<file path="src/rtl/useq_pkg.sv">
package useq_pkg;

    localparam int CAR_W  = 8;
    localparam int WORD_W = 32;
    localparam int OP_W   = 8;

    // Control word field positions (decoded by the datapath)
    localparam int B_PC_INC  = 9;
    localparam int B_PC_LD   = 10;
    localparam int B_ACC_CLR = 11;
    localparam int B_ALU_LO  = 12;
    localparam int B_MEM_RD  = 16;
    localparam int B_MEM_WR  = 17;
    localparam int B_MAR_MBR = 18;
    localparam int B_MBR_ACC = 20;
    localparam int B_IR_LD   = 21;
    localparam int B_BR_LD   = 22;
    localparam int B_SEQ_INC = 23;
    localparam int B_SEQ_JMP = 24;
    localparam int B_SEQ_OP  = 25;
    localparam int B_SEQ_RST = 26;
    localparam int B_SEQ_CND = 27;
    localparam int SEQ_BITS  = B_SEQ_CND - B_SEQ_INC + 1;

    typedef enum logic [3:0] {
        ALU_NOP = 4'h0,
        ALU_ADD = 4'h3,
        ALU_SUB = 4'h4,
        ALU_AND = 4'h6,
        ALU_OR  = 4'h7,
        ALU_NOT = 4'h8,
        ALU_SHR = 4'h9,
        ALU_SHL = 4'hA,
        ALU_MUL = 4'hB
    } alu_op_e;

    typedef enum logic [2:0] {
        NX_HOLD,
        NX_INC,
        NX_OPADD,
        NX_BRANCH,
        NX_ZERO
    } nxt_sel_e;

    // Fixed control-store layout
    localparam int DISP_BASE  = 2;
    localparam int NUM_OPS    = 12;
    localparam int R_STORE    = 'h14;
    localparam int R_LOAD     = 'h19;
    localparam int R_ADD      = 'h1E;
    localparam int R_SUB      = 'h23;
    localparam int R_AND      = 'h28;
    localparam int R_OR       = 'h2D;
    localparam int R_NOT      = 'h32;
    localparam int R_SHR      = 'h37;
    localparam int R_SHL      = 'h3C;
    localparam int R_JMP      = 'h41;
    localparam int R_MUL      = 'h46;
    localparam int R_HALT     = 'h4B;
    localparam int JMP_TAKEN  = R_JMP + 2;
    localparam int JMP_NEG    = R_JMP + 3;

    function automatic logic [WORD_W-1:0] fbit(input int pos);
        return WORD_W'(1) << pos;
    endfunction

    function automatic logic [WORD_W-1:0] falu(input alu_op_e op);
        return WORD_W'(op) << B_ALU_LO;
    endfunction

endpackage

</file>
<file path="src/rtl/useq_store.sv">
module useq_store
    import useq_pkg::*;
#(
    parameter int ADDR_W = CAR_W,
    parameter int DW     = WORD_W
) (
    input  logic [ADDR_W-1:0] addr,
    output logic [DW-1:0]     word
);

    localparam logic [DW-1:0] W_INC  = DW'(fbit(B_SEQ_INC));
    localparam logic [DW-1:0] W_BACK = DW'(fbit(B_SEQ_RST));
    localparam logic [DW-1:0] W_MAR  = DW'(fbit(B_MAR_MBR) | fbit(B_SEQ_INC));
    localparam logic [DW-1:0] W_RDPC = DW'(fbit(B_PC_INC) | fbit(B_MEM_RD) | fbit(B_SEQ_INC));
    localparam logic [DW-1:0] W_BRA  = DW'(fbit(B_SEQ_JMP));

    function automatic int entry_target(input int op);
        case (op)
            1:       return R_STORE;
            2:       return R_LOAD;
            3:       return R_ADD;
            4:       return R_SUB;
            5:       return R_JMP;
            6:       return R_AND;
            7:       return R_OR;
            8:       return R_NOT;
            9:       return R_SHR;
            10:      return R_SHL;
            11:      return R_MUL;
            default: return R_HALT;
        endcase
    endfunction

    function automatic logic [DW-1:0] alu_step(input alu_op_e op);
        return DW'(fbit(B_BR_LD) | falu(op)) | W_INC;
    endfunction

    function automatic logic [DW-1:0] branch_to(input int tgt);
        return W_BRA | DW'(tgt[7:0]);
    endfunction

    int a;

    always_comb begin
        a    = int'(addr);
        word = W_BACK;
        if (a > DISP_BASE && a <= DISP_BASE + NUM_OPS) begin
            word = branch_to(entry_target(a - DISP_BASE));
        end
        case (a)
            0: word = DW'(fbit(B_MEM_RD)) | W_INC;
            1: word = DW'(fbit(B_IR_LD)) | W_INC;
            2: word = DW'(fbit(B_SEQ_OP));
            // STORE
            R_STORE:     word = W_MAR;
            R_STORE + 1: word = DW'(fbit(B_MBR_ACC) | fbit(B_PC_INC) | fbit(B_MEM_WR)) | W_INC;
            // LOAD
            R_LOAD:      word = W_MAR;
            R_LOAD + 1:  word = W_RDPC | DW'(fbit(B_ACC_CLR));
            R_LOAD + 2:  word = alu_step(ALU_ADD);
            // two-operand arithmetic and logic
            R_ADD:       word = W_MAR;
            R_ADD + 1:   word = W_RDPC;
            R_ADD + 2:   word = alu_step(ALU_ADD);
            R_SUB:       word = W_MAR;
            R_SUB + 1:   word = W_RDPC;
            R_SUB + 2:   word = alu_step(ALU_SUB);
            R_AND:       word = W_MAR;
            R_AND + 1:   word = W_RDPC;
            R_AND + 2:   word = alu_step(ALU_AND);
            R_OR:        word = W_MAR;
            R_OR + 1:    word = W_RDPC;
            R_OR + 2:    word = alu_step(ALU_OR);
            R_MUL:       word = W_MAR;
            R_MUL + 1:   word = W_RDPC;
            R_MUL + 2:   word = alu_step(ALU_MUL);
            // single-operand accumulator operations
            R_NOT:       word = W_MAR;
            R_NOT + 1:   word = DW'(fbit(B_PC_INC) | falu(ALU_NOT)) | W_INC;
            R_SHR:       word = W_MAR;
            R_SHR + 1:   word = DW'(fbit(B_PC_INC) | falu(ALU_SHR)) | W_INC;
            R_SHL:       word = W_MAR;
            R_SHL + 1:   word = DW'(fbit(B_PC_INC) | falu(ALU_SHL)) | W_INC;
            // conditional jump on accumulator sign
            R_JMP:       word = W_MAR;
            R_JMP + 1:   word = DW'(fbit(B_SEQ_CND)) | DW'(JMP_NEG);
            JMP_TAKEN:   word = DW'(fbit(B_PC_LD)) | W_BACK;
            JMP_NEG:     word = DW'(fbit(B_PC_INC)) | W_BACK;
            // halt: spin on itself
            R_HALT:      word = branch_to(R_HALT);
            default:     ;
        endcase
    end

endmodule

</file>
<file path="src/rtl/useq_next.sv">
module useq_next
    import useq_pkg::*;
#(
    parameter int AW = CAR_W,
    parameter int OW = OP_W
) (
    input  logic [SEQ_BITS-1:0] seq_ctl,
    input  logic [AW-1:0]       br_field,
    input  logic [AW-1:0]       car,
    input  logic [OW-1:0]       opcode,
    input  logic                acc_sign,
    output logic [AW-1:0]       car_nxt
);

    localparam int I_INC = B_SEQ_INC - B_SEQ_INC;
    localparam int I_JMP = B_SEQ_JMP - B_SEQ_INC;
    localparam int I_OP  = B_SEQ_OP  - B_SEQ_INC;
    localparam int I_RST = B_SEQ_RST - B_SEQ_INC;
    localparam int I_CND = B_SEQ_CND - B_SEQ_INC;

    nxt_sel_e sel;

    always_comb begin
        if (seq_ctl[I_RST])      sel = NX_ZERO;
        else if (seq_ctl[I_JMP]) sel = NX_BRANCH;
        else if (seq_ctl[I_CND]) sel = acc_sign ? NX_BRANCH : NX_INC;
        else if (seq_ctl[I_OP])  sel = NX_OPADD;
        else if (seq_ctl[I_INC]) sel = NX_INC;
        else                     sel = NX_HOLD;
    end

    always_comb begin
        case (sel)
            NX_ZERO:   car_nxt = '0;
            NX_BRANCH: car_nxt = br_field;
            NX_OPADD:  car_nxt = AW'(car + AW'(opcode));
            NX_INC:    car_nxt = AW'(car + AW'(1));
            default:   car_nxt = car;
        endcase
    end

endmodule

</file>
<file path="src/rtl/useq_ctrl.sv">
module useq_ctrl
    import useq_pkg::*;
#(
    parameter int AW = CAR_W,
    parameter int DW = WORD_W,
    parameter int OW = OP_W
) (
    input  logic          clk,
    input  logic          rst_n,
    input  logic [OW-1:0] opcode,
    input  logic          acc_sign,
    output logic [DW-1:0] ctrl_word
);

    typedef struct packed {
        logic [AW-1:0] car;
        logic [DW-1:0] cbr;
    } seq_state_t;

    seq_state_t    st_d, st_q;
    logic [AW-1:0] car_nxt;
    logic [DW-1:0] store_word;

    useq_next #(.AW(AW), .OW(OW)) u_next (
        .seq_ctl  (st_q.cbr[B_SEQ_CND:B_SEQ_INC]),
        .br_field (st_q.cbr[AW-1:0]),
        .car      (st_q.car),
        .opcode   (opcode),
        .acc_sign (acc_sign),
        .car_nxt  (car_nxt)
    );

    useq_store #(.ADDR_W(AW), .DW(DW)) u_store (
        .addr (car_nxt),
        .word (store_word)
    );

    always_comb begin
        st_d     = st_q;
        st_d.car = car_nxt;
        st_d.cbr = store_word;
    end

    always_ff @(posedge clk or negedge rst_n) begin
        if (!rst_n) st_q <= '0;
        else        st_q <= st_d;
    end

    assign ctrl_word = st_q.cbr;

endmodule

</file>
<file path="config.mk">
export PLATFORM = sky130hd
export DESIGN_NAME = useq_ctrl
export DESIGN_NICKNAME = d
export VERILOG_FILES = /design/src/rtl/useq_pkg.sv /design/src/rtl/useq_store.sv /design/src/rtl/useq_next.sv /design/src/rtl/useq_ctrl.sv
export SDC_FILE = /design/constraint.sdc
export NUM_CORES = 1
export LEC_CHECK = 0
export BUFFER_PORTS_ARGS = -buffer_cell sky130_fd_sc_hd__buf_2
export CELL_PAD_IN_SITES_DETAIL_PLACEMENT = 1
export CELL_PAD_IN_SITES_GLOBAL_PLACEMENT = 1
export CORE_ASPECT_RATIO = 0.9
export CORE_MARGIN = 2
export CORE_UTILIZATION = 31
export DETAILED_ROUTE_END_ITERATION = 10
export PLACE_DENSITY = 0.7
export SYNTH_ARGS = -nofsm -noshare
export SYNTH_HDL_FRONTEND = slang
export SYNTH_SLANG_ARGS = --single-unit
</file>
<file path="constraint.sdc">
create_clock -name clk -period 4.55 [get_ports clk]
set_clock_uncertainty 0.05 [all_clocks]
set_input_delay 0.2275 -clock clk [delete_from_list [all_inputs] [get_ports clk]]
set_output_delay 0.2275 -clock clk [all_outputs]
set_load 0.02 [all_outputs]
</file>
# [Word-level counts from Yosys, hierarchy flattened]
# Memory sizes are Yosys's and may differ from the RTL's.
# Cells that the tools add are included.
[totals] mem_bits_ro=112 n_memories=1 ff_bits=40 elab_cells=61 output_inout_bits=32
[memory_table] name="(name not given)" words=16 word_bits=7 read_ports=1 rd_clocked_by_memory_dff=0 wr=0 line_no="useq_store.sv:18" rtl="case (op)"
[op_classes] n_mux=10 add_sub_neg=3 eq_ne=37 n_lt_le_gt_ge=2 reduce_logical=6
[ops] op="case mux 32 bit (19 select lines)" count=1
[ops] op="== test 8 x 6 -> 1 bit (second input constant)" count=16
[ops] op="== test 8 x 7 -> 1 bit (second input constant)" count=8
[ops] op="== test 8 x 5 -> 1 bit (second input constant)" count=7
[ops] op="case mux 8 bit (4 select lines)" count=1
[ops] op="zero test 28 bit" count=1
[ops] op="2-to-1 mux 27 bit" count=1
[ops] op="2-to-1 mux 3 bit" count=4
[ops] op="OR reduction 11 bit" count=1
[ops] op="subtractor 8 x 2 -> 9 bit (second input constant)" count=1
[ops] op="adder 8 x 1 -> 8 bit (second input constant)" count=1
[ops] op="adder 8 bit" count=1
[ops] op="== test 8 x 1 -> 1 bit (second input constant)" count=1
[ops] op="== test 8 x 2 -> 1 bit (second input constant)" count=1
[ops] op="> comparator 8 x 2 -> 1 bit (second input constant)" count=1
[ops] op="less-or-equal comparator 8 x 4 -> 1 bit (second input constant)" count=1
[ops] op="zero test 8 bit" count=1
[ops] op="2-to-1 mux 8 bit" count=1
[ops] op="== test 3 x 2 -> 1 bit (second input constant)" count=2
[ops] op="OR reduction 5 bit" count=1
[ops] op="== test 3 x 1 -> 1 bit (second input constant)" count=1
[ops] op="== test 3 bit (second input constant)" count=1
[ops] op="2-to-1 mux 2 bit" count=1
[ops] op="OR reduction 2 bit" count=1
[ops] op="2 further kinds" count=2

# [Logic depth before layout (Yosys ltp)]
# Gate-level depths: netlist of run 1.
[logic_depth] depth_word=12 mapped_depth=18 mapped_depth_nobuf=17

# [Hierarchy]
# From an unflattened synthesis of run 1, not the netlist that was laid out.
[unflattened] cells_unflattened=321 hier_area_um2=2996.6
[modules_own_cells] module="useq_ctrl" area_per_inst_um2=1241.2 cells_each=72 n_inst=1
[modules_own_cells] module="useq_store" area_per_inst_um2=1184.9 cells_each=163 n_inst=1
[modules_own_cells] module="useq_next" area_per_inst_um2=570.5 cells_each=86 n_inst=1

# [Worst setup path after synthesis of run 1]
# No wires, ideal clock.
[synth_path] path_type="reg-to-reg" startpoint="register st_q, in the netlist ctrl_word[27]" endpoint="register st_q, in the netlist ctrl_word[4]" n_path_buf=1 stages_incl_launch_ff=14 arrival_time_ns=3.534 path_slack_ns=0.886 cell_sequence="dfrtp_1 -> nor3b_1 -> o21ai_2 -> and2_1 -> ha_1 -> and2_4 -> a221oi_2 -> a21oi_2 -> or3_1 -> and3_4 -> or4_1 -> clkbuf_2 -> or3_4 -> nor3_2"
[synth_via] elab_chain_len=10
[synth_rtl] item="start: declaration" line_no="useq_ctrl.sv:20" rtl="seq_state_t st_d, st_q;"
[synth_rtl] item="start signal: assignment" line_no="useq_ctrl.sv:46" rtl="else st_q <= st_d;"
[synth_rtl] item="2-to-1 mux 3 bit (*)" line_no="useq_next.sv:26" rtl="else if (seq_ctl[I_CND]) sel = acc_sign ? NX_BRANCH : NX_INC;"
[synth_rtl] item="2-to-1 mux 3 bit (*)" line_no="useq_next.sv:25" rtl="else if (seq_ctl[I_JMP]) sel = NX_BRANCH;"
[synth_rtl] item="2-to-1 mux 3 bit (*)" line_no="useq_next.sv:24" rtl="if (seq_ctl[I_RST]) sel = NX_ZERO;"
[synth_rtl] item="== test 3 x 1 -> 1 bit, or another cell as far along" line_no="useq_next.sv:33" rtl="case (sel)"
[synth_rtl] item="case mux 8 bit (4 select lines) (*)" line_no="useq_next.sv:33"
[synth_rtl] item="subtractor 8 x 2 -> 9 bit" line_no="useq_store.sv:48" rtl="word = branch_to(entry_target(a - DISP_BASE));"
[synth_rtl] item="memory read (16 x 7 bit) / zero test 28 bit (equally long branches)"
[synth_rtl] item="2-to-1 mux 8 bit" line_no="useq_store.sv:18"
[synth_rtl] item="2-to-1 mux 27 bit" line_no="useq_store.sv:47" rtl="if (a > DISP_BASE && a <= DISP_BASE + NUM_OPS) begin"
[synth_rtl] item="case mux 32 bit (19 select lines) (*)" line_no="useq_store.sv:50" rtl="case (a)"
[synth_rtl] item="net store_word[4]" line_no="useq_ctrl.sv:22" rtl="logic [DW-1:0] store_word;"
# Mark *: on every way through the listed nets, which the timed path passes. The rest lies on a longest branch.

# [Worst setup path in the final report of run 1]
[layout_path] startpoint="register st_q, in the netlist ctrl_word[25]" endpoint="register st_q, in the netlist ctrl_word[26]"
[layout_via] elab_chain_len=10
[layout_rtl] item="2-to-1 mux 3 bit (*)" line_no="useq_next.sv:27" rtl="else if (seq_ctl[I_OP]) sel = NX_OPADD;"
[layout_rtl] item="2-to-1 mux 3 bit (*)" line_no="useq_next.sv:26"
[layout_rtl] item="2-to-1 mux 3 bit (*)" line_no="useq_next.sv:25"
[layout_rtl] item="2-to-1 mux 3 bit (*)" line_no="useq_next.sv:24"
[layout_rtl] item="== test 3 x 1 -> 1 bit, or another cell as far along" line_no="useq_next.sv:33"
[layout_rtl] item="case mux 8 bit (4 select lines) (*)" line_no="useq_next.sv:33"
[layout_rtl] item="net car_nxt[1]" line_no="useq_ctrl.sv:21" rtl="logic [AW-1:0] car_nxt;"
[layout_rtl] item="> comparator 8 x 2 -> 1 bit / less-or-equal comparator 8 x 4 -> 1 bit (equally long branches)" line_no="useq_store.sv:47"
[layout_rtl] item="logical AND 1 bit" line_no="useq_store.sv:47"
[layout_rtl] item="2-to-1 mux 27 bit" line_no="useq_store.sv:47"
[layout_rtl] item="case mux 32 bit (19 select lines) (*)" line_no="useq_store.sv:50"
[layout_rtl] item="net store_word[26]" line_no="useq_ctrl.sv:22"
# Marks and branches as above.

==> results of run 1 <==
## per-layer routing
metal / vias up / routed length, um / GRT usage [%] / part of all wire [%]
li1: 1076 / - / - / -
met1: 1078 / 3660 / 24.5 / 49
met2: 60 / 3460 / 28.1 / 46
met3: 10 / 296 / 2.10 / 3.9
met4: 0 / 104 / 4.11 / 1.4
met5: - / 0 / 0 / 0
## repair_timing
| action | in CTS | in global routing |
|---|---|---|
| gates resized for setup | 0 | 4 |
| endpoints found under the setup margin | 0 | 5 |
| endpoints found under the hold margin | 32 | 0 |
| hold buffers | 1 | 0 |
## cells in the final DEF (no fill, tap or decap), types with 3 or more instances in the layout
master | Yosys | layout
conb_1 | 1 | 7
mux2i_1 | 7 | 7
nor3_1 | 9 | 9
nor2_1 | 30 | 29
nand4_1 | 3 | 3
a21oi_1 | 10 | 10
dfrtp_1 | 32 | 32
xnor2_1 | 3 | 3
clkbuf_8 | 0 | 7
a21o_1 | 6 | 6
o21a_1 | 5 | 5
nand2b_1 | 6 | 6
ha_1 | 14 | 14
o21ai_1 | 3 | 3
a31oi_1 | 3 | 3
a211oi_1 | 5 | 5
or3_1 | 4 | 4
o21ai_0 | 13 | 13
a22oi_1 | 3 | 3
nand2_1 | 27 | 27
buf_2 | 3 | 35
inv_1 | 12 | 12
nand3_1 | 7 | 7
buf_4 | 32 | 12
and2_1 | 8 | 8
## final cells by class
| class | instances | area (um^2) | area share [%] |
|---|---|---|---|
| timing repair buffer | 48 | 275 | 9.81 |
| multi-input combinational | 219 | 1460 | 52.1 |
| inverter | 13 | 48.8 | 1.74 |
| tap | 99 | 124 | 4.41 |
| sequential | 32 | 801 | 28.5 |
| clock buffer | 7 | 96.3 | 3.43 |
## flip-flops by register name, summed over array words and instances, names as in the netlist
| name | count |
|---|---|
| st_q | 8 |
| ctrl_word | 24 |
## stage by stage
stage	utilization, %	std cells
after floorplan	-	303
after global placement	33.6	410
after detailed placement	33.6	410
after CTS	34.9	418
after global routing	35.1	418
final	35.1	418
## synth_stat cells (all sizes together), types with 5 or more instances
cell type	n	area share, %
nand2b	6	1.5
buf	36	10
dfrtp	32	31
nor2	30	4.4
nand3	7	1.4
o21a	5	1.5
or3	5	1.4
a21o	6	1.8
nand2	27	4.0
a211oi	6	2.0
nor3	11	2.6
ha	14	6.9
and2	9	2.3
inv	13	1.9
a21oi	11	2.3
mux2i	7	2.8
o21ai	18	3.8
## cells by family after synthesis
logic type,after synthesis,share of synthesized area (%)
simple gates,109,21.9
fa+ha+maj,15,7.67
buf+inv,52,12.6
xor+xnor,3,1.03
mux,7,2.75
compound gates,78,22.4
flops,32,31.5
other cells,1,0.147
## critical path: stages, from the launching register on
cell and delay [ns]:
dfrtp_1 0.43, nor3b_2 0.29, o21ai_4 0.12, nand2b_1 0.09, ha_1 0.19, inv_1 0.06
fa_1 0.45, nor3b_1 0.24, a221o_2 0.25, inv_1 0.13, ha_1 0.31, mux2i_1 0.26
mux2i_1 0.15, a222oi_1 0.36, o2bb2ai_1 0.16, a2111o_1 0.40, o21ai_1 0.15
## final timing paths
check,startpoint,to
worst max-delay path,ctrl_word[25],ctrl_word[26]
worst min-delay path,rst_n,ctrl_word[21]
worst max register to register,ctrl_word[25],ctrl_word[26]
worst min register to register,ctrl_word[1],st_q[33]
max in group asynchronous,rst_n,ctrl_word[27]
min in group clk,opcode[0],ctrl_word[25]
==> run_results.csv, run 1 <==
group,metric,value,unit
clock_network,htreeDepth,2,
setup_path,cp_data_arrival_time,4.34,ns
synthesis,synth_ff_type,"dfrtp_1",
synthesis,yosys_warnings,0,
setup_path,cp_max_fo,8,
setup_path,r2r_cells,16,
synthesis,synthCells,297,
routing,route.detailed.wl_per_inst,18.0,um
clock_network,clk_latency,0.29,ns
timing,tightest_slew,0.711,ns
floorplanning,die_w,99.5,um
finish,drive_above_1_share,22.6,%
grt,grtUsageTotal,17.3,%
place,port_buffers,35,
floorplanning,die_h,89.9,um
finish,nNetsFinal,345,
synthesis,synth.avg_cell_area,8.56,um^2
synthesis,yosysSeqAreaShare,31.5,%
timing,fin_ws,0.368,ns
grt,grt_pass1_wl,12.4,mm
routing,drt_iter0_markers,147,
outcome,outcome,"finished clean",
finish,antenna_cells,0,
timing,max_freq,239,MHz
timing,rsz0062_at_grt,"false",
synthesis,synth_edf_count,0,
clock_network,clockRootBuffer,"clkbuf_8",
grt,antenna_found_initial,0,
floorplanning,ios,43,
routing,wl,7.52,mm
clock_network,post_cts_buffers,0,
finish,final_area,2810,um^2
place,gp_congestion,0.887,
timing,period_share,91.9,%
finish,fillers,969,
synthesis,synth.distinct_cells,62,
routing,drt_drc_violations_left,0,
grt,grt_pass1_vias,2313,
setup_path,worst_ep_required_time,4.71,ns
floorplanning,core,7990,um^2
routing,dr.pass1.iters,4,
place,postPlaceCellArea,2680,um^2
routing,ant_nets,0,
setup_path,crit_type,"flip-flop to flip-flop",
synthesis,synthArstFlopShare,100,%
job,maxCapViolCount,0,
floorplanning,fp-row-count,31,
setup_path,start_kind,"flip-flop",
timing,final_max_slew_viol_count,0,
timing,setup_viol,0,
clock_network,cts_buffer_depth,2,
setup_path,cp-end-kind,"flip-flop",
timing,hold_ws,0.469,ns
grt,gr-total-overflow,0,
floorplanning,die_area,8950,um^2
place,place_hpwl,5.95,mm
clock_network,cts.reportedPaths.clkPinSlew,0.08,ns
finish,syn_to_final_growth,10.3,%
min_path,min_path_type,"primary input to async pin",
clock_network,numCtsBuffers,5,
routing,vias_per_cell,5.32,
timing,hold_viol_final,0,
timing,fin_tns_setup,0,ns
clock_network,cts_tree,"yes",
place,dp_slack,0.234,ns
clock_network,clock-sinks,32,
synthesis,syn_area,2540,um^2
setup_path,ff2ff_setup_slack,0.37,ns
timing,post-route-min-period,4.18,ns
floorplanning,start_util,31.8,%
synthesis,ys_seq_elements,32,
grt,grt_max_degree,33,
routing,num_vias,2224,
timing,max-slew-margin-rel,52.6,%
Power of run 1 is left out: the tool's default activity adds up to more than one toggle a clock period on the data nets, which glitch-free logic cannot reach.
==> inputs of run 2 (changes only) <==
Settings changed: CAP_MARGIN from default to 5, CORE_ASPECT_RATIO 0.9 to 1.4, CTS_CLUSTER_DIAMETER from default to 120.
==> run_results.csv, run 2 (synthesis gave the netlist of run 1 again) <==
group,metric,value,unit
timing,max_freq,242,MHz
finish,nNetsFinal,341,
setup_path,cp_max_fo,7,
routing,ant_nets,0,
setup_path,crit_type,"flip-flop to flip-flop",
floorplanning,ios,43,
setup_path,worst_ep_required_time,4.65,ns
timing,rsz0062_at_grt,"false",
timing,hold_viol_final,0,
clock_network,numCtsBuffers,5,
clock_network,clk_latency,0.28,ns
grt,antenna_found_initial,0,
place,place_hpwl,5.71,mm
setup_path,ff2ff_setup_slack,0.41,ns
timing,max-slew-margin-rel,54.5,%
timing,final_max_slew_viol_count,0,
timing,post-route-min-period,4.14,ns
floorplanning,core,8050,um^2
floorplanning,fp-row-count,39,
timing,fin_tns_setup,0,ns
routing,drt_iter0_markers,71,
grt,gr-total-overflow,0,
clock_network,cts.reportedPaths.clkPinSlew,0.05,ns
routing,route.detailed.wl_per_inst,17.1,um
floorplanning,die_area,8960,um^2
setup_path,cp-end-kind,"flip-flop",
timing,period_share,90.9,%
timing,setup_viol,0,
place,gp_congestion,0.887,
finish,final_common_cell,"buf_2",
job,maxCapViolCount,0,
floorplanning,die_w,80.6,um
outcome,outcome,"finished clean",
routing,num_vias,2225,
finish,largest_register_ffs,24,
timing,tightest_slew,0.683,ns
routing,wl,7.14,mm
setup_path,worstReg2RegEnd,"ctrl_word[26]",
routing,dr.pass1.iters,4,
setup_path,rr_startpoint,"ctrl_word[26]",
routing,vias_per_cell,5.32,
setup_path,cp_data_arrival_time,4.24,ns
grt,grtUsageTotal,16.9,%
clock_network,clockRootBuffer,"clkbuf_16",
finish,layout_common_cells,"35 x buf_2, 32 x dfrtp_1, 30 x nor2_1",
floorplanning,start_util,31.6,%
finish,fillers,991,
setup_path,start_kind,"flip-flop",
clock_network,clock-sinks,32,
finish,antenna_cells,0,
clock_network,cts_buffer_depth,2,
clock_network,htreeDepth,2,
setup_path,r2r_cells,15,
finish,multiInputGateArea,1460,um^2
routing,drt_drc_violations_left,0,
finish,syn_to_final_growth,11.2,%
floorplanning,die_h,111,um
grt,grt_max_degree,33,
grt,grt_pass1_wl,11.7,mm
place,port_buffers,35,
finish,drive_above_1_share,21.8,%
min_path,min_path_type,"primary input to async pin",
finish,regArea,801,um^2
clock_network,cts_tree,"yes",
grt,grt_pass1_vias,2320,
==> run 2: cell types whose count changed in the layout (fill, tap and decap cells not counted), moves of 2 or more <==
cell and change:
buf_4 -4, clkbuf_8 -7, clkinvlp_4 +2, clkbuf_16 +5
==> run 2: metal layers <==
metal	vias up	global-route usage, %	wire length (um)
met2	45	31.1	3950
met5	-	0	0
li1	1064	-	-
met3	14	1.95	195
met4	0	8.47	200
met1	1102	18.5	2800
==> run 2: area by class of cell <==
type | count | area share (%)
Multi-Input combinational cell | 219 | 51.5
Clock buffer | 5 | 4.42
Sequential cell | 32 | 28.3
Inverter | 13 | 1.72
Clock inverter | 3 | 0.840
Timing Repair Buffer | 44 | 8.67
Tap cell | 102 | 4.51
==> run 2: worst max-delay path by stage <==
| stage | startpoint | end | cells after the start |
|---|---|---|---|
| 2_1_floorplan | ctrl_word[27] | ctrl_word[4] | 13 |
| 3_3_place_gp | ctrl_word[27] | ctrl_word[26] | 16 |
| 3_5_place_dp | ctrl_word[27] | ctrl_word[26] | 16 |
| 4_1_cts | ctrl_word[27] | ctrl_word[26] | 16 |
| 5_1_grt | ctrl_word[26] | ctrl_word[26] | 16 |
| 6_report | ctrl_word[26] | ctrl_word[26] | 15 |
==> run 2: worst max-delay path, stage by stage (launching register included) <==
cell	delay [ns]
dfrtp_1	0.43
nor2_1	0.24
o21ai_2	0.10
buf_4	0.16
and2_1	0.16
ha_1	0.33
and2_4	0.19
a221oi_2	0.31
a21oi_2	0.10
or3_1	0.38
and3_4	0.22
or4_1	0.58
buf_4	0.20
o2bb2ai_1	0.20
a2111o_1	0.24
o21ai_1	0.11
==> run 2: what timing repair did <==
item,CTS,global route
hold buffers,1,0
resized for setup,0,4
setup endpoints to repair,0,3
buffers inserted,0,1
hold endpoints to repair,32,0
==> run 2: metrics by stage <==
step                      worst slack (ns)  hold slack [ns]  instance area [um^2]  instances  util, %
final                                0.414            0.469                  2830        418     35.1
after global routing                 0.149            0.555                  2830        418     35.1
after CTS                            0.138            0.497                  2810        417     34.9
after detailed placement             0.181            0.258                  2650        408     32.9
after global placement               0.214            0.246                  2650        408     32.9
after floorplan                      0.886           -0.118                  2570        303        -
Power of run 2 is left out for the same reason.
